`config.mk`:
```
export PLATFORM = sky130hd
export DESIGN_NAME = adaptive_port_sel
export DESIGN_NICKNAME = d
export VERILOG_FILES = /design/src/rtl/aps_pkg.sv /design/src/rtl/aps_metric_fetch.sv /design/src/rtl/aps_rank.sv /design/src/rtl/adaptive_port_sel.sv
export SDC_FILE = /design/constraint.sdc
export NUM_CORES = 1
export LEC_CHECK = 0
export ABC_AREA = 1
export CAP_MARGIN = 15
export CORE_MARGIN = 1.5
export CORE_UTILIZATION = 49
export CTS_CLUSTER_DIAMETER = 80
export DETAILED_ROUTE_END_ITERATION = 12
export PLACE_DENSITY = 0.89
export SLEW_MARGIN = 20
export SYNTH_ARGS = -nofsm -noshare
export SYNTH_HDL_FRONTEND = slang
export SYNTH_HIERARCHICAL = 1
export SYNTH_SLANG_ARGS = --single-unit
```
`constraint.sdc`:
```
create_clock -name clk_i -period 0.8 [get_ports clk_i]
set_input_delay 0.08 -clock clk_i [delete_from_list [all_inputs] [get_ports clk_i]]
set_output_delay 0.08 -clock clk_i [all_outputs]
set_load 0.03 [all_outputs]
```
`src/rtl/aps_pkg.sv`:
```
package aps_pkg;
  typedef enum logic {
    POL_BW_ID = 1'b0,
    POL_QUEUE = 1'b1
  } policy_e;
endpackage

```
`src/rtl/aps_metric_fetch.sv`:
```
module aps_metric_fetch #(
  parameter int NP = 7,
  parameter int MW = 4,
  parameter int PW = 3
) (
  input  logic [PW-1:0]    port_i,
  input  logic [NP*MW-1:0] bw_all_i,
  input  logic [NP*MW-1:0] id_all_i,
  input  logic [NP*MW-1:0] q_all_i,
  output logic [MW-1:0]    bw_o,
  output logic [MW-1:0]    id_o,
  output logic [MW-1:0]    q_o
);
  // code p maps to slice p-1; code 0 yields zeros
  always_comb begin
    bw_o = '0;
    id_o = '0;
    q_o  = '0;
    for (int i = 0; i < NP; i++) begin
      if (port_i == PW'(i + 1)) begin
        bw_o = bw_all_i[i*MW +: MW];
        id_o = id_all_i[i*MW +: MW];
        q_o  = q_all_i[i*MW +: MW];
      end
    end
  end
endmodule

```
`src/rtl/aps_rank.sv`:
```
module aps_rank
  import aps_pkg::*;
#(
  parameter int MW = 4,
  parameter int PW = 3
) (
  input  policy_e       policy_i,
  input  logic          a_ok_i,
  input  logic [PW-1:0] a_port_i,
  input  logic [MW-1:0] a_bw_i,
  input  logic [MW-1:0] a_id_i,
  input  logic [MW-1:0] a_q_i,
  input  logic          b_ok_i,
  input  logic [PW-1:0] b_port_i,
  input  logic [MW-1:0] b_bw_i,
  input  logic [MW-1:0] b_id_i,
  input  logic [MW-1:0] b_q_i,
  output logic          pick_ok_o,
  output logic [PW-1:0] pick_port_o
);
  localparam int KW = 2 * MW;

  logic [KW-1:0] key_a, key_b;
  logic          a_wins;

  always_comb begin
    if (policy_i == POL_BW_ID) begin
      key_a = {a_bw_i, a_id_i};
      key_b = {b_bw_i, b_id_i};
    end else begin
      key_a = {{MW{1'b0}}, a_q_i};
      key_b = {{MW{1'b0}}, b_q_i};
    end
    a_wins = (key_a < key_b) || ((key_a == key_b) && (a_port_i <= b_port_i));
  end

  always_comb begin
    pick_ok_o = a_ok_i | b_ok_i;
    if (a_ok_i && b_ok_i) pick_port_o = a_wins ? a_port_i : b_port_i;
    else if (a_ok_i)      pick_port_o = a_port_i;
    else if (b_ok_i)      pick_port_o = b_port_i;
    else                  pick_port_o = '0;
  end
endmodule

```
`src/rtl/adaptive_port_sel.sv`:
```
module adaptive_port_sel
  import aps_pkg::*;
#(
  parameter int NP = 7,
  parameter int MW = 4,
  parameter int PW = 3
) (
  input  logic             clk_i,
  input  logic             rst_ni,
  input  logic             hdr_valid_i,
  input  logic             policy_i,
  input  logic [PW-1:0]    cand_a_i,
  input  logic             cand_a_vld_i,
  input  logic [PW-1:0]    cand_b_i,
  input  logic             cand_b_vld_i,
  input  logic [NP*MW-1:0] bw_rsv_i,
  input  logic [NP*MW-1:0] id_rsv_i,
  input  logic [NP*MW-1:0] q_len_i,
  output logic [PW-1:0]    sel_port_o,
  output logic             sel_valid_o
);
  localparam int NC = 2;

  policy_e       pol;
  logic [PW-1:0] cand [NC];
  logic          vld  [NC];
  logic          ok   [NC];
  logic [MW-1:0] bw_c [NC];
  logic [MW-1:0] id_c [NC];
  logic [MW-1:0] q_c  [NC];
  logic          pick_ok;
  logic [PW-1:0] pick_port;

  assign pol     = policy_e'(policy_i);
  assign cand[0] = cand_a_i;
  assign cand[1] = cand_b_i;
  assign vld[0]  = cand_a_vld_i;
  assign vld[1]  = cand_b_vld_i;

  for (genvar k = 0; k < NC; k++) begin : g_cand
    assign ok[k] = vld[k] && (cand[k] != '0) && (cand[k] <= PW'(NP));
    aps_metric_fetch #(.NP(NP), .MW(MW), .PW(PW)) u_fetch (
      .port_i  (cand[k]),
      .bw_all_i(bw_rsv_i),
      .id_all_i(id_rsv_i),
      .q_all_i (q_len_i),
      .bw_o    (bw_c[k]),
      .id_o    (id_c[k]),
      .q_o     (q_c[k])
    );
  end

  aps_rank #(.MW(MW), .PW(PW)) u_rank (
    .policy_i   (pol),
    .a_ok_i     (ok[0]),
    .a_port_i   (cand[0]),
    .a_bw_i     (bw_c[0]),
    .a_id_i     (id_c[0]),
    .a_q_i      (q_c[0]),
    .b_ok_i     (ok[1]),
    .b_port_i   (cand[1]),
    .b_bw_i     (bw_c[1]),
    .b_id_i     (id_c[1]),
    .b_q_i      (q_c[1]),
    .pick_ok_o  (pick_ok),
    .pick_port_o(pick_port)
  );

  always_ff @(posedge clk_i or negedge rst_ni) begin
    if (!rst_ni) begin
      sel_port_o  <= '0;
      sel_valid_o <= 1'b0;
    end else begin
      sel_valid_o <= hdr_valid_i && pick_ok;
      if (hdr_valid_i && pick_ok) sel_port_o <= pick_port;
    end
  end

  a_r1_bw_wins: assert property (@(posedge clk_i) disable iff (!rst_ni)
    (hdr_valid_i && ok[0] && ok[1] && pol == POL_BW_ID && bw_c[0] < bw_c[1])
    |=> sel_port_o == $past(cand_a_i));

  a_r2_id_tiebreak: assert property (@(posedge clk_i) disable iff (!rst_ni)
    (hdr_valid_i && ok[0] && ok[1] && pol == POL_BW_ID && bw_c[0] == bw_c[1] && id_c[0] > id_c[1])
    |=> sel_port_o == $past(cand_b_i));

  a_r3_queue_wins: assert property (@(posedge clk_i) disable iff (!rst_ni)
    (hdr_valid_i && ok[0] && ok[1] && pol == POL_QUEUE && q_c[1] < q_c[0])
    |=> sel_port_o == $past(cand_b_i));

  a_r6_valid_needs_hdr: assert property (@(posedge clk_i) disable iff (!rst_ni)
    sel_valid_o |-> $past(hdr_valid_i));

  a_r7_hold_no_hdr: assert property (@(posedge clk_i) disable iff (!rst_ni)
    !hdr_valid_i |=> $stable(sel_port_o));
endmodule

```
==> results of run 1 <==
cell families after synthesis:
kind of cell	count (synthesis)
simple gates	300
buf+inv	81
compound gates	77
fa+ha+maj	11
mux	4
flops	4
metrics by stage:
step           instance area, um2  cells
4_1_cts                      4410    686
3_5_place_dp                 3810    653
3_3_place_gp                 3810    653
2_1_floorplan                2590    477
cell usage after synthesis, drive strengths merged:
master  instances
or2             1
o211ai          4
nor2           62
a21o            1
dfrtp           4
inv            51
nand4          42
mux2i           4
buf            29
clkinv          1
nand3          49
a21oi          29
o22ai           2
ha             11
and2            1
nand2         145
o21ai          41
per-layer routing:
layer  track usage [%]  overflow
met5              17.6         0
met4              94.3        37
met3              59.1         0
met2              99.3        38
met1              76.4         0
repair_timing:
action,4_1_cts
resized for setup,125
buffers inserted,20
gates cloned,10
pin swaps,80
endpoints found under the setup margin,8
==> results.md, run 1 <==
- Combinational family with the most area after synthesis: simple AND/OR/NAND/NOR gates
- Hold_buf cts: 0
- Status: stopped before the end
- Cell variety after synth: 26
- CTS max path bufs: 2
- Cts bufs inserted: 3
- Simple-Gate Fraction of Synth Area: 54.8%
- Synth Area in Adders: 5.52%
- Routability cong.: 0.920
- Post-synth top area share: 21.4%
- WEP type: sequential cell input
- XOR/XNOR share of the synthesized area: 0%
- Area contributors post-synth: nand2_1, nand4_1, nand3_1
- GRT worst endpoint: sel_port_o[1]$_DFFE_PN0P_/D
- Die Ht: 74.3 um
- Seq/Total Area, Yosys: 4.01%
- Log Error: [ERROR GRT-0232] Routing congestion too high. Check the congestion heatmap in the GUI.
- H-tree Lvls: 1
- Fail Step: global routing (5_1_grt)
- Syn Nets: 584
- Mean Syn Cell Area: 5.23 um2
- Post-Place Setup Slack: -1.95 ns
- Total GRT Usage: 80.0%
- Rows: 25
- Clk root buf: clkbuf_8
- Die width: 74.3 um
- Number of I/O pins: 100
- GR Overflow Total: 75
- Starting density of the core: 51.8%
- Largest net degree at the start of global routing: 26
- Post-DP HPWL: 7890 um
- Yosys top cell by area: nand2_1
- Clock Sinks: 4
- Mux contribution to synthesized area: 1.61%
- Synth Area in Compound Gates: 17.5%
- Post-Syn Area: 2490 um2
- Register bit total from synthesis: 4
- PortBufs: 99
- Yosys Warn Count: 6
- Cells after Synth: 477
==> run 2: changes to the inputs <==
--- a/config.mk
+++ b/config.mk
@@ -8,10 +8,9 @@
 export ABC_AREA = 1
 export CAP_MARGIN = 15
 export CORE_MARGIN = 1.5
-export CORE_UTILIZATION = 49
-export CTS_CLUSTER_DIAMETER = 80
+export CORE_UTILIZATION = 40
 export DETAILED_ROUTE_END_ITERATION = 12
-export PLACE_DENSITY = 0.89
+export PLACE_DENSITY_LB_ADDON = 0.15
 export SLEW_MARGIN = 20
 export SYNTH_ARGS = -nofsm -noshare
 export SYNTH_HDL_FRONTEND = slang
==> run 2 against run 1 <==
The flow now finishes, with violations (negative setup slack). Synthesized cell count unchanged. Area after synthesis is the same.
==> results.md, run 2 <==
- Slew HR: 81.7%
- PortBufs: 99
- Starting density of the core: 41.9%
- DR vias: 4409
- Yosys top cell by area: nand2_1
- Final worst path period need: 2.32 ns
- Top_reg_cell synth: dfrtp_1
- Fmax: 430 MHz
- Worst Tran Pin Value: 0.273 ns
- Vias per cell: 6.32
- Initial antenna violation count: 0
- Slew Limit Fails: 0
- Kind of critical path: primary input to flop
- Leak: 2.44 nW
- Clock Sinks: 4
- Final period util: 291%
- Worst hold path type: primary input to async pin
- Syn Nets: 584
- Antenna-violating nets left: 0
- WP data arrival: 2.42 ns
- Peak VDD IR: 829 uV
- H-tree Lvls: 1
- Starting DRT DRC Count: 722
- Post-Syn Area: 2490 um2
- Endpoints failing setup: 8
- First-pass GRT wire length: 18500 um
- # Max-Cap Violations: 0
- Top Registers: sel_port_o: 3 flops, sel_valid_o: 1 flops
- Mean Syn Cell Area: 5.23 um2
- Clk root buf: clkbuf_8
- Register bit total from synthesis: 4
- Largest Register: sel_port_o
- Yosys Warn Count: 6
- Placed Area: 3860 um2
- Cells after Synth: 477
- TritonCTS clock tree: yes
- Fin area: 4970 um2
- Post-DP HPWL: 7640 um
- Status: finished with violations
- CTS max path bufs: 2
- Cell variety after synth: 26
- Hold Slack: 0.0779 ns
- Number of I/O pins: 100
- Rows: 28
- CP Capture Type: flop
- Clk slew on worst S/H paths: 0.04 ns
- Iteration count of the initial detailed-routing pass: 8
- Area delta synth->final: 99.3%
- Most frequent cell after synthesis: nand2_1
- Setup Skew: 0 ns
- GR Overflow Total: 0
- Ys async rst share: 100%
- Vias in the first global route: 3943
- Clk Latency, worst-skew pair: 0.21 ns
- Layout cells sized above 1: 33.5%
- Die Ht: 82.0 um
- Antenna diode count: 0
- Total GRT Usage: 35.9%
- Largest net degree at the start of global routing: 22
- Final worst slack: -1.52 ns
- RSZ-0062 raised after global routing: yes
- CP Launch Type: primary input
- CP max FO: 6
- Die width: 82.0 um
- Drt drc: 0
- Final Hold Viols: 0
- Routability cong.: 1.01
- Worst EP required: 0.89 ns
- Most frequent cells in the layout: nand2_1, clkdlybuf4s50_1, nand4_1, nor2_1, inv_1
- Area contributors post-synth: nand2_1, nand4_1, nand3_1
- Failing checks: negative setup slack
- Die area: 6720 um2
- Std-Cell Core Area: 5960 um2
- Seq/Total Area, Yosys: 4.01%
- Top post-synthesis cells by count: nand2_1, nor2_1, nand3_1
- Fin nets: 732
- Final WL: 14200 um
- Cts bufs inserted: 3
- WL/cell: 20.3 um
- Post-synth top area share: 21.4%
- Post-synth EDFFs: 0
- Pwr Density: 820 nW/um2
- Largest register FFs: 3
- Most common cell after layout, fill and taps aside: nand2_1
## run 2: cell counts after synthesis
Identical to the previous run, type by type.
## run 2: final cells by class
| class | count | area, um2 |
|---|---|---|
| Fill cell | 359 | 986 |
| Timing Repair inverter | 3 | 23.8 |
| Tap cell | 75 | 93.8 |
| Timing Repair Buffer | 168 | 2010 |
| Sequential cell | 4 | 100 |
| Inverter | 52 | 265 |
| Clock buffer | 3 | 41.3 |
| Multi-Input combinational cell | 393 | 2440 |
## run 2: kinds of logic (layout without fill, tap and decap cells)
logic type                 count (synthesis)  after routing  share of synthesized area (%)
and+or+nand+nor                          300            301                           54.8
AOI/OAI and AO/OA                         77             77                           17.5
buffers and inverters                     81            226                           16.6
DFF                                        4              4                           4.01
muxes                                      4              4                           1.61
adders and majority gates                 11             11                           5.52
## run 2: power breakdown
part	leakage, nW	internal, W	total (W)	switching (W)
logic	2.37	0.00160	0.00336	0.00176
registers	0.0502	0.000235	0.000267	0.0000324
clock network	0.0216	0.000323	0.000446	0.000123
## run 2: per-stage QoR
stage          instances  setup TNS (ns)  setup WS (ns)  total power (W)  util [%]
2_1_floorplan        477           -3.04          -1.01          0.00150         -
3_3_place_gp         663           -6.36          -1.82          0.00251      64.8
3_5_place_dp         663           -6.64          -1.91          0.00255      64.8
4_1_cts              691           -3.89          -1.17          0.00348      77.1
5_1_grt              698           -4.79          -1.46          0.00424      83.4
6_report             698           -4.91          -1.52          0.00408      83.4
## run 2: worst max-delay path, cell delays in order
cell and delay (ns):
buf_8 0.09, buf_12 0.15, buf_8 0.12, nand3_4 0.13, buf_4 0.19, inv_4 0.09
nand2_1 0.08, o21ai_1 0.17, nand2_1 0.09, ha_1 0.22, a21oi_2 0.18, nor2_1 0.08
nor2_1 0.18, nand2_2 0.15, nand2_4 0.12, nand2_2 0.06, nand3_2 0.05, nand2_1 0.06
nand2_1 0.06, nand2_1 0.06
## run 2: repair_timing
item | CTS | global route
gates cloned | 14 | 1
pin swaps | 63 | 68
resized for setup | 130 | 96
setup endpoints to repair | 8 | 8
hold buffers | 0 | 0
buffers inserted | 11 | 12
## run 2: worst paths after layout
check                                                 end  slack (ns)                 startpoint  depth (start not counted)
worst max register to register  sel_port_o[1]$_DFFE_PN0P_        0.10  sel_port_o[1]$_DFFE_PN0P_                          2
min in group clk_i              sel_port_o[1]$_DFFE_PN0P_        0.48                cand_b_i[1]                          8
worst max-delay path            sel_port_o[1]$_DFFE_PN0P_       -1.52                cand_b_i[1]                         20
worst min-delay path            sel_port_o[2]$_DFFE_PN0P_        0.08                     rst_ni                          1
worst min register to register  sel_port_o[0]$_DFFE_PN0P_        0.54  sel_port_o[0]$_DFFE_PN0P_                          2
max in group asynchronous       sel_port_o[1]$_DFFE_PN0P_        0.52                     rst_ni                          1
## run 2: layer usage
metal	routed length (um)	track usage, %
met4	1190	18.3
met3	1620	4.11
met2	6560	62.9
met5	0	0
met1	4800	42.8
Note: power is estimated with default switching activity, not from simulation.
